<file path="config.mk">
export PLATFORM = sky130hd
export DESIGN_NAME = dfm_monitor
export DESIGN_NICKNAME = d
export VERILOG_FILES = /design/src/rtl/dfm_pkg.sv /design/src/rtl/dfm_sync.sv /design/src/rtl/dfm_qualify.sv /design/src/rtl/dfm_react.sv /design/src/rtl/dfm_monitor.sv
export SDC_FILE = /design/constraint.sdc
export NUM_CORES = 1
export LEC_CHECK = 0
export BUFFER_PORTS_ARGS = -buffer_cell sky130_fd_sc_hd__buf_2
export CORE_ASPECT_RATIO = 0.5
export CORE_MARGIN = 5
export CORE_UTILIZATION = 25
export CTS_BUF_LIST = sky130_fd_sc_hd__clkbuf_4
export DETAILED_ROUTE_END_ITERATION = 6
export REMOVE_ABC_BUFFERS = 1
export SLEW_MARGIN = 20
export SYNTH_ARGS = -nofsm -noshare
export SYNTH_HDL_FRONTEND = slang
export SYNTH_SLANG_ARGS = --single-unit
</file>
<file path="constraint.sdc">
create_clock -name clk -period 3.5 [get_ports clk]
set_input_delay 0 -clock clk [delete_from_list [all_inputs] [get_ports clk]]
set_output_delay 0 -clock clk [all_outputs]
set_load 0.02 [all_outputs]
</file>
<file path="src/rtl/dfm_pkg.sv">
package dfm_pkg;
  typedef enum logic [1:0] {
    CODE_OK  = 2'd0,
    CODE_FLT = 2'd1,
    CODE_BAD = 2'd2
  } pair_code_t;

  localparam logic [1:0] PAIR_IDLE = 2'b01;

  function automatic pair_code_t decode_pair(input logic [1:0] p);
    case (p)
      2'b01:   return CODE_OK;
      2'b10:   return CODE_FLT;
      default: return CODE_BAD;
    endcase
  endfunction
endpackage

</file>
<file path="src/rtl/dfm_sync.sv">
module dfm_sync #(
  parameter int          W       = 2,
  parameter logic [W-1:0] RST_VAL = '0
) (
  input  logic         clk,
  input  logic         rst,
  input  logic [W-1:0] d_i,
  output logic [W-1:0] q_o
);
  for (genvar i = 0; i < W; i++) begin : g_bit
    logic s1, s2;
    always_ff @(posedge clk) begin
      if (rst) begin
        s1 <= RST_VAL[i];
        s2 <= RST_VAL[i];
      end else begin
        s1 <= d_i[i];
        s2 <= s1;
      end
    end
    assign q_o[i] = s2;
  end
endmodule

</file>
<file path="src/rtl/dfm_qualify.sv">
module dfm_qualify
  import dfm_pkg::*;
#(
  parameter int CW = 4
) (
  input  logic          clk,
  input  logic          rst,
  input  logic          en_i,
  input  logic [1:0]    pair_i,
  input  logic [CW-1:0] stable_i,
  output pair_code_t    code_o
);
  localparam logic [CW-1:0] RUN_MAX = '1;
  localparam logic [CW-1:0] RUN_ONE = CW'(1);

  logic [CW-1:0] run_q, run_n, thr;
  pair_code_t    last_q, dec;

  always_comb begin
    dec = decode_pair(pair_i);
    thr = (stable_i == '0) ? RUN_ONE : stable_i;
    if (run_q != '0 && dec == last_q)
      run_n = (run_q == RUN_MAX) ? run_q : run_q + RUN_ONE;
    else
      run_n = RUN_ONE;
  end

  always_ff @(posedge clk) begin
    if (rst || !en_i) begin
      run_q  <= '0;
      last_q <= CODE_OK;
      code_o <= CODE_OK;
    end else begin
      run_q  <= run_n;
      last_q <= dec;
      if (run_n >= thr) code_o <= dec;
    end
  end

  AST_MASK_FORCES_OK: assert property (@(posedge clk) disable iff (rst)
    !en_i |=> code_o == CODE_OK);
  AST_ACCEPT_MATCHES_SAMPLE: assert property (@(posedge clk) disable iff (rst)
    ($past(en_i) && code_o != $past(code_o)) |-> code_o == decode_pair($past(pair_i)));
endmodule

</file>
<file path="src/rtl/dfm_react.sv">
module dfm_react
  import dfm_pkg::*;
#(
  parameter int PULSE_LEN = 16
) (
  input  logic       clk,
  input  logic       rst,
  input  pair_code_t code_i,
  input  logic       latch_mode_i,
  input  logic       clear_i,
  output logic       rst_req_n_o,
  output logic       fs_n_o
);
  localparam int PW = $clog2(PULSE_LEN + 1);

  logic [PW-1:0] cnt_q;
  logic          flt_prev, flt_now, rise;

  assign flt_now = (code_i != CODE_OK);
  assign rise    = flt_now && !flt_prev;

  always_ff @(posedge clk) begin
    if (rst) begin
      flt_prev    <= 1'b0;
      cnt_q       <= '0;
      rst_req_n_o <= 1'b1;
      fs_n_o      <= 1'b1;
    end else begin
      flt_prev <= flt_now;
      if (rise && !latch_mode_i) begin
        cnt_q       <= PW'(PULSE_LEN - 1);
        rst_req_n_o <= 1'b0;
      end else if (cnt_q != '0) begin
        cnt_q <= cnt_q - PW'(1);
      end else begin
        rst_req_n_o <= 1'b1;
      end
      if (rise && latch_mode_i)
        fs_n_o <= 1'b0;
      else if (clear_i && code_i == CODE_OK)
        fs_n_o <= 1'b1;
    end
  end

  AST_REACT_ON_FAULT: assert property (@(posedge clk) disable iff (rst)
    rise |=> (!rst_req_n_o || !fs_n_o));
  AST_PULSE_NEEDS_RISE: assert property (@(posedge clk) disable iff (rst)
    $fell(rst_req_n_o) |-> $past(rise && !latch_mode_i));
  AST_FS_HOLD: assert property (@(posedge clk) disable iff (rst)
    (!fs_n_o && !(clear_i && code_i == CODE_OK)) |=> !fs_n_o);
  AST_FS_NEEDS_LATCH: assert property (@(posedge clk) disable iff (rst)
    $fell(fs_n_o) |-> $past(latch_mode_i));
endmodule

</file>
<file path="src/rtl/dfm_monitor.sv">
module dfm_monitor
  import dfm_pkg::*;
#(
  parameter int CW        = 4,
  parameter int PULSE_LEN = 16,
  parameter int AW        = 2,
  parameter int DW        = 8
) (
  input  logic          clk,
  input  logic          rst,
  input  logic          mon_en,
  input  logic [1:0]    fault_pair_i,
  input  logic [CW-1:0] stable_cycles,
  input  logic          cfg_latch_mode,
  input  logic          sw_clear,
  input  logic          reg_rd,
  input  logic [AW-1:0] reg_addr,
  output logic [DW-1:0] reg_rdata,
  output logic          rst_req_n,
  output logic          fs_n
);
  logic [1:0]    pair_s;
  pair_code_t    code;
  logic [DW-1:0] status;

  dfm_sync #(.W(2), .RST_VAL(PAIR_IDLE)) u_sync (
    .clk(clk), .rst(rst), .d_i(fault_pair_i), .q_o(pair_s)
  );

  dfm_qualify #(.CW(CW)) u_qual (
    .clk(clk), .rst(rst), .en_i(mon_en), .pair_i(pair_s),
    .stable_i(stable_cycles), .code_o(code)
  );

  dfm_react #(.PULSE_LEN(PULSE_LEN)) u_react (
    .clk(clk), .rst(rst), .code_i(code), .latch_mode_i(cfg_latch_mode),
    .clear_i(sw_clear), .rst_req_n_o(rst_req_n), .fs_n_o(fs_n)
  );

  always_comb begin
    status    = '0;
    status[0] = (code != CODE_OK);
    status[1] = (code == CODE_BAD);
    status[2] = ~fs_n;
    status[3] = ~rst_req_n;
    status[4] = mon_en;
  end

  always_ff @(posedge clk) begin
    if (rst)
      reg_rdata <= '0;
    else if (reg_rd)
      reg_rdata <= (reg_addr == '0) ? status : '0;
  end

  AST_UNMAPPED_ZERO: assert property (@(posedge clk) disable iff (rst)
    (reg_rd && reg_addr != '0) |=> reg_rdata == '0);
  AST_RDATA_HOLD: assert property (@(posedge clk) disable iff (rst)
    !reg_rd |=> $stable(reg_rdata));
endmodule

</file>
==> results.cfg, run 1 <==
[timing]
hold_slack_ns = 0.0104
max_freq_mhz = 411
skew_ns = 0.00188
tns_ns = 0
rsz0062_at_grt = false
setup_violations = 0
final.setup.worst_slack_ns = 1.07
hold_viol_final = 0
maxSlewViolCount = 0
fin_crit_sh_pct = 69.6
fin_crit_ns = 2.43

[placed_design]
place_congestion = 0.753
dp_worst_setup_slack_ns = 1.09
dpl.cell_count = 206
io_buffers = 20
dpl.hpwl_mm = 1.77
dpl_cell_area_um2 = 1320

[yosys]
synth_ff_type = dfxtp_1
synth.area.top_cells = dfxtp_1 42%, ha_1 9.6%, nor2_1 4.8%
synthArstFlopShare_pct = 0
yosysUniqueCellTypes = 34
synth-seq-cells = 25
synth.largest_area_cell = dfxtp_1
synth_top_area_share_pct = 42.5
avgSynthCellArea_um2 = 9.00
yosys_warnings = 0
yosysMostFrequentCell = dfxtp_1
synth_edf_count = 0
syn_area_um2 = 1180
synth_common_cells = 25 x dfxtp_1, 15 x nor2_1, 14 x inv_1, 9 x a21oi_1, 9 x ha_1
ys_seq_area_share_pct = 42.5
synth_cells = 131

[setup_path]
start_kind = flip-flop
cp-end-kind = flip-flop
crit_fanout = 5
reg2reg_depth = 10
crit_top_cell = ha_1
regToRegSetupSlack_ns = 1.07
rr_endpoint = u_qual.code_o[0]
crit_chain = inv_1, ha_1, xnor2_1, o311ai_2, nor2_1, ha_1, nand2b_1, a2111oi_0, a21oi_1, mux2i_1
crit_type = flip-flop to flip-flop
max_stage_delay_ns = 0.44
crit_slowest_cell = a2111oi_0
cp.required_ns = 3.71
r2r-start = u_sync.g_bit[0].s2
arrival_ns = 2.64

[clock_network]
post-cts-setup-buffers = 0
clock_sinks = 25
clk_path_buf_depth = 2
cts_made_buffers = 3
cts_root_buf = clkbuf_4
clkLatencyLatePin_ns = 0.31
htreeDepth = 1
clk_pin_slew_worst_paths_ns = 0.13
cts_tree = yes

[drt]
routed_wl_mm = 2.18
drcViolationCount = 0
vias = 895
viasPerCell = 4.16
ant_nets = 0
wire_per_inst_um = 10.2
drtIter0Drc = 20
drt_first_pass_iters = 2

[final_layout]
synthToLayoutAreaGrowth_pct = 18.5
finalNonFillerCells = 215
design_area_um2 = 1400
nets = 181
drive_above_1_share_pct = 20.4

[floorplanning]
start_util_pct = 26.4
io_pins = 24
placementRows = 17
die_w_um = 107
dieArea_um2 = 6270
dieHeight_um = 58.6
core-area_um2 = 4470

[worst_hold_path]
hold_start = reg_addr[1]
hold_end = reg_rdata[0]
hold_depth = 4
worstHoldPathType = input port to flip-flop

[pwr]
power-per-cell-area_nw_per_um2 = 470
peakVddDrop_mv = 0.186
p_leak_nw = 0.625

[global_route]
grt_max_degree = 19
grt_pass1_wl_mm = 3.77
track_usage_pct = 7.46
antenna_found_initial = 1
overflow = 0
grt_pass1_vias = 909

[job]
maxCapViolCount = 0

[outcome]
outcome = completed
-- worst max-delay path by stage --
stage | from | end | slack, ns | cells after the start
3_3_place_gp | u_sync.g_bit[0].s2 | u_qual.code_o[1] | 1.21 | 10
6_report | u_sync.g_bit[0].s2 | u_qual.code_o[0] | 1.07 | 10
5_1_grt | u_sync.g_bit[0].s2 | u_qual.code_o[0] | 0.82 | 10
2_1_floorplan | u_sync.g_bit[0].s2 | u_qual.code_o[0] | 1.31 | 10
3_5_place_dp | u_sync.g_bit[0].s2 | u_qual.code_o[1] | 1.09 | 10
4_1_cts | u_sync.g_bit[0].s2 | u_qual.code_o[0] | 1.06 | 10
-- critical path, delay by kind of cell, from the launching register on --
kind,cells,cell delay (ns)
simple gates,2,0.30
compound gates,3,0.76
fa+ha+maj,2,0.53
xor+xnor,1,0.21
flops,1,0.33
buf+inv,1,0.04
mux,1,0.14
-- cell usage in the layout, fill, tap and decap left out, types with 4 or more instances in the layout --
| cell | Yosys | layout |
|---|---|---|
| ha_1 | 9 | 9 |
| nor2_1 | 15 | 15 |
| mux2i_1 | 4 | 4 |
| inv_1 | 14 | 14 |
| xnor2_1 | 4 | 4 |
| nand2_1 | 8 | 8 |
| nor2b_1 | 6 | 6 |
| a21oi_1 | 9 | 9 |
| buf_2 | 0 | 20 |
| dlygate4sd3_1 | 0 | 4 |
| dfxtp_1 | 25 | 25 |
| clkbuf_4 | 0 | 4 |
-- metal layers --
layer | share of wire [%] | up-vias | track usage [%]
li1 | - | 484 | -
met5 | 0 | - | 0
met2 | 49 | 11 | 14.3
met3 | 5.3 | 0 | 3.50
met1 | 46 | 400 | 7.88
met4 | 0 | 0 | 0.546
-- cell families after synthesis --
| kind of cell | after synthesis | synth area share, % |
|---|---|---|
| compound gates | 21 | 11.9 |
| xor+xnor | 5 | 3.72 |
| fa+ha+maj | 9 | 9.55 |
| buf+inv | 18 | 7.32 |
| flops | 25 | 42.5 |
| mux | 5 | 4.35 |
| other cells | 1 | 0.318 |
| simple gates | 47 | 20.4 |
-- area by class of cell --
class                           count  area, um2
Fill cell                         470       3070
Multi-Input combinational cell     90        599
Sequential cell                    25        500
Timing Repair Buffer               24        140
Tap cell                           57       71.3
Inverter                           14       52.6
Clock buffer                        4       30.0
Antenna cell                        1       2.50
-- stage by stage --
stage,power [mW],utilization [%]
finish,0.657,31.3
global route,0.713,31.3
CTS,0.669,31.2
detailed placement,0.531,29.6
global placement,0.523,29.6
floorplan,0.493,-
-- state kept, by name, indices dropped and copies added, names as in the netlist --
signal and cells:
u_react.cnt_q 5, u_sync.g_bit.s2 2, u_react.flt_prev 1, u_sync.g_bit.s1 2, u_qual.code_o 2, u_react.fs_n_o 1
u_react.rst_req_n_o 1, reg_rdata 5, u_qual.run_q 4, u_qual.last_q 2
-- repair_timing --
action                     in CTS  in global routing
setup endpoints to repair       0                  0
gates resized for setup         0                  0
hold buffers                    4                  0
hold endpoints to repair        4                  0
-- power breakdown --
group          internal (mW)  switching [mW]
logic                  0.101          0.0900
clock network         0.0522          0.0790
registers              0.313          0.0216
total                  0.466           0.191
(Power assumes the default switching activity.)
==> inputs of run 2 (changes only) <==
ABC_AREA = 1   (was default)
clock period = 2.5 ns   (was 3.5 ns; I/O delays follow)
==> run 2 against run 1 <==
Critical path depth up 3; first-iteration DRC count down 15%; area after synthesis up 9.1%; sequential share of layout area down 4.0 points; highest routed layer is now met4; routed wire length up 4.4%; largest cell class unchanged; utilization up 0.51 points; critical endpoint unchanged; final cell count up 21%; power up 43%.
==> results.cfg, run 2 <==
[outcome]
outcome = completed

[setup_path]
max_stage_delay_ns = 0.38
critPathCapture = u_qual.code_o[0]
crit_type = flip-flop to flip-flop
crit_top_cell = nand2_1
rr_endpoint = u_qual.code_o[0]
r2r-start = u_qual.run_q[0]
start_kind = flip-flop
crit_slowest_cell = dfxtp_1
worstSetupStartpoint = u_qual.run_q[0]
path_depth = 13
crit_fanout = 5
arrival_ns = 2.24
crit_chain = ha_1, nor2_2, nand3_1, a21oi_2, nor2_1, ha_1, nand2_1, inv_1, nand2_1, nand3_1, nand2_1, nand2_1, nor2_1
reg2reg_depth = 13
regToRegSetupSlack_ns = 0.52
path_delay_family = simple AND/OR/NAND/NOR gates
path_buf_inv = 1
cp-end-kind = flip-flop
cp.required_ns = 2.76

[yosys]
ys_seq_area_share_pct = 38.9
yosys_warnings = 0
synth_top_area_share_pct = 38.9
yosys.area_share.simple_pct = 30.9
synth-seq-cells = 25
synth_top_family_by_area = simple AND/OR/NAND/NOR gates
synth_ff_type = dfxtp_1
synthAdderAreaFrac_pct = 8.75
synth_cells = 160
synthXorXnorAreaFrac_pct = 3.89
synth_edf_count = 0
synthArstFlopShare_pct = 0
synth.area.mux_share_pct = 0
syn_area_um2 = 1290
yosysMostFrequentCell = nand2_1
synth.largest_area_cell = dfxtp_1
synth_compound_area_share_pct = 6.61
synth_common_cells = 26 x nand2_1, 25 x dfxtp_1, 25 x inv_1, 17 x nor2_1, 9 x ha_1
synth.area.top_cells = dfxtp_1 39%, ha_1 8.8%, nand2_1 7.6%
yosysUniqueCellTypes = 31
avgSynthCellArea_um2 = 8.04

[pwr]
peakVddDrop_mv = 0.218
p_leak_nw = 0.732
total_power_mw = 0.940
power-per-cell-area_nw_per_um2 = 597

[clock_network]
cts_made_buffers = 3
clkLatencyLatePin_ns = 0.31
clk_pin_slew_worst_paths_ns = 0.13
cts_tree = yes
clock_sinks = 25
cts_root_buf = clkbuf_4
postCtsHoldBufs = 9
clk_path_buf_depth = 2
cts-resized-gates = 0
htreeDepth = 1
post-cts-setup-buffers = 0

[placed_design]
dp_worst_setup_slack_ns = 0.549
dpl_cell_area_um2 = 1450
place_congestion = 0.742
dpl.hpwl_mm = 1.74
io_buffers = 20

[drt]
drcViolationCount = 0
drtIter0Drc = 17
viasPerCell = 3.91
vias = 1020
wl_met2_mm = 1.12
routed_wl_mm = 2.28
drt_first_pass_iters = 3
wire_per_inst_um = 8.73
wl_met1_mm = 1.08
ant_nets = 0
wl_met3_um = 69
routed.top_layer = met4

[timing]
rsz0062_at_grt = false
final.setup.worst_slack_ns = 0.519
maxSlewViolCount = 0
hold_viol_final = 0
setup_violations = 0
fin_crit_ns = 1.98
max_freq_mhz = 505
fin_crit_sh_pct = 79.2
skew_ns = 0.00214
tns_ns = 0

[floorplanning]
core-area_um2 = 4950
start_util_pct = 26.0
dieArea_um2 = 6770
placementRows = 18
io_pins = 24
die_w_um = 111
dieHeight_um = 60.7

[global_route]
antenna_found_initial = 0
grt_max_degree = 14
grt_pass1_wl_mm = 4.06
track_usage_pct = 7.41
grt_pass1_vias = 974
overflow = 0

[final_layout]
drive_above_1_share_pct = 25.7
largestRegisters = reg_rdata: 5 flops, u_react.cnt_q: 5 flops, u_qual.run_q: 4 flops
final_common_cell = nand2_1
synthToLayoutAreaGrowth_pct = 22.4
final_cell_mix = 26 x nand2_1, 25 x inv_1, 25 x dfxtp_1
nets = 215
design_area_um2 = 1570
fillers = 525
diodes = 0

[worst_hold_path]
worstHoldPathType = input port to flip-flop

[job]
maxCapViolCount = 0
[run 2: changes by cell type in the layout (fill, tap and decap cells not counted), sizes merged, moves of 2 or more]
cell         before  now
nand2             8   28
inv              14   29
nand3             2   11
nor2             15   23
nor2b             6    0
dlygate4sd3       4    9
mux2i             4    0
nand2b            3    0
or3               3    0
a31oi             0    2
nor3              3    5
xnor2             4    2
[run 2: how the worst min path moves through the flow]
| stage | start | to | cells past startpoint |
|---|---|---|---|
| floorplan | rst | reg_rdata[1] | 1 |
| global placement | fault_pair_i[0] | u_sync.g_bit[0].s1 | 2 |
| detailed placement | fault_pair_i[0] | u_sync.g_bit[0].s1 | 2 |
| CTS | mon_en | u_qual.last_q[1] | 3 |
| global route | mon_en | u_qual.run_q[0] | 3 |
| finish | mon_en | u_qual.last_q[1] | 3 |
[run 2: worst min-delay path: cells and delay by family]
family / cells / cell delay [ns]
buffers and inverters: 1 / 0.08
and+or+nand+nor: 2 / 0.24
[run 2: layout make-up]
class	instances	area (um2)	share of cell area (%)
clock buffer	4	30.0	1.91
tap	70	87.6	5.56
inverter	29	109	6.92
timing repair buffer	29	190	12.1
sequential	25	500	31.8
multi-input combinational	104	657	41.7
[run 2: metrics by stage]
step                      utilization (%)  hold WS (ns)  instances
after global routing                 31.8        0.0376        261
final                                31.8        0.0346        261
after CTS                            31.8        0.0286        261
after detailed placement             29.3         0.190        248
after global placement               29.3         0.185        248
after floorplan                         -        0.0691        158
[run 2: where the power goes]
part / switching (mW) / internal [mW]
Combinational: 0.165 / 0.124
Sequential: 0.0243 / 0.436
Clock: 0.117 / 0.0732
Total: 0.307 / 0.633
[run 2: cells by family after synthesis]
group	after synthesis
DFF	25
and+or+nand+nor	73
adders and majority gates	9
buffers and inverters	33
xor gates and xnor gates	4
other	1
AOI/OAI and AO/OA	15
[run 2: per-layer routing]
layer	global-route usage, %	vias up
met3	2.49	2
li1	-	552
met1	8.64	456
met2	13.5	10
met5	0	-
met4	2.08	0
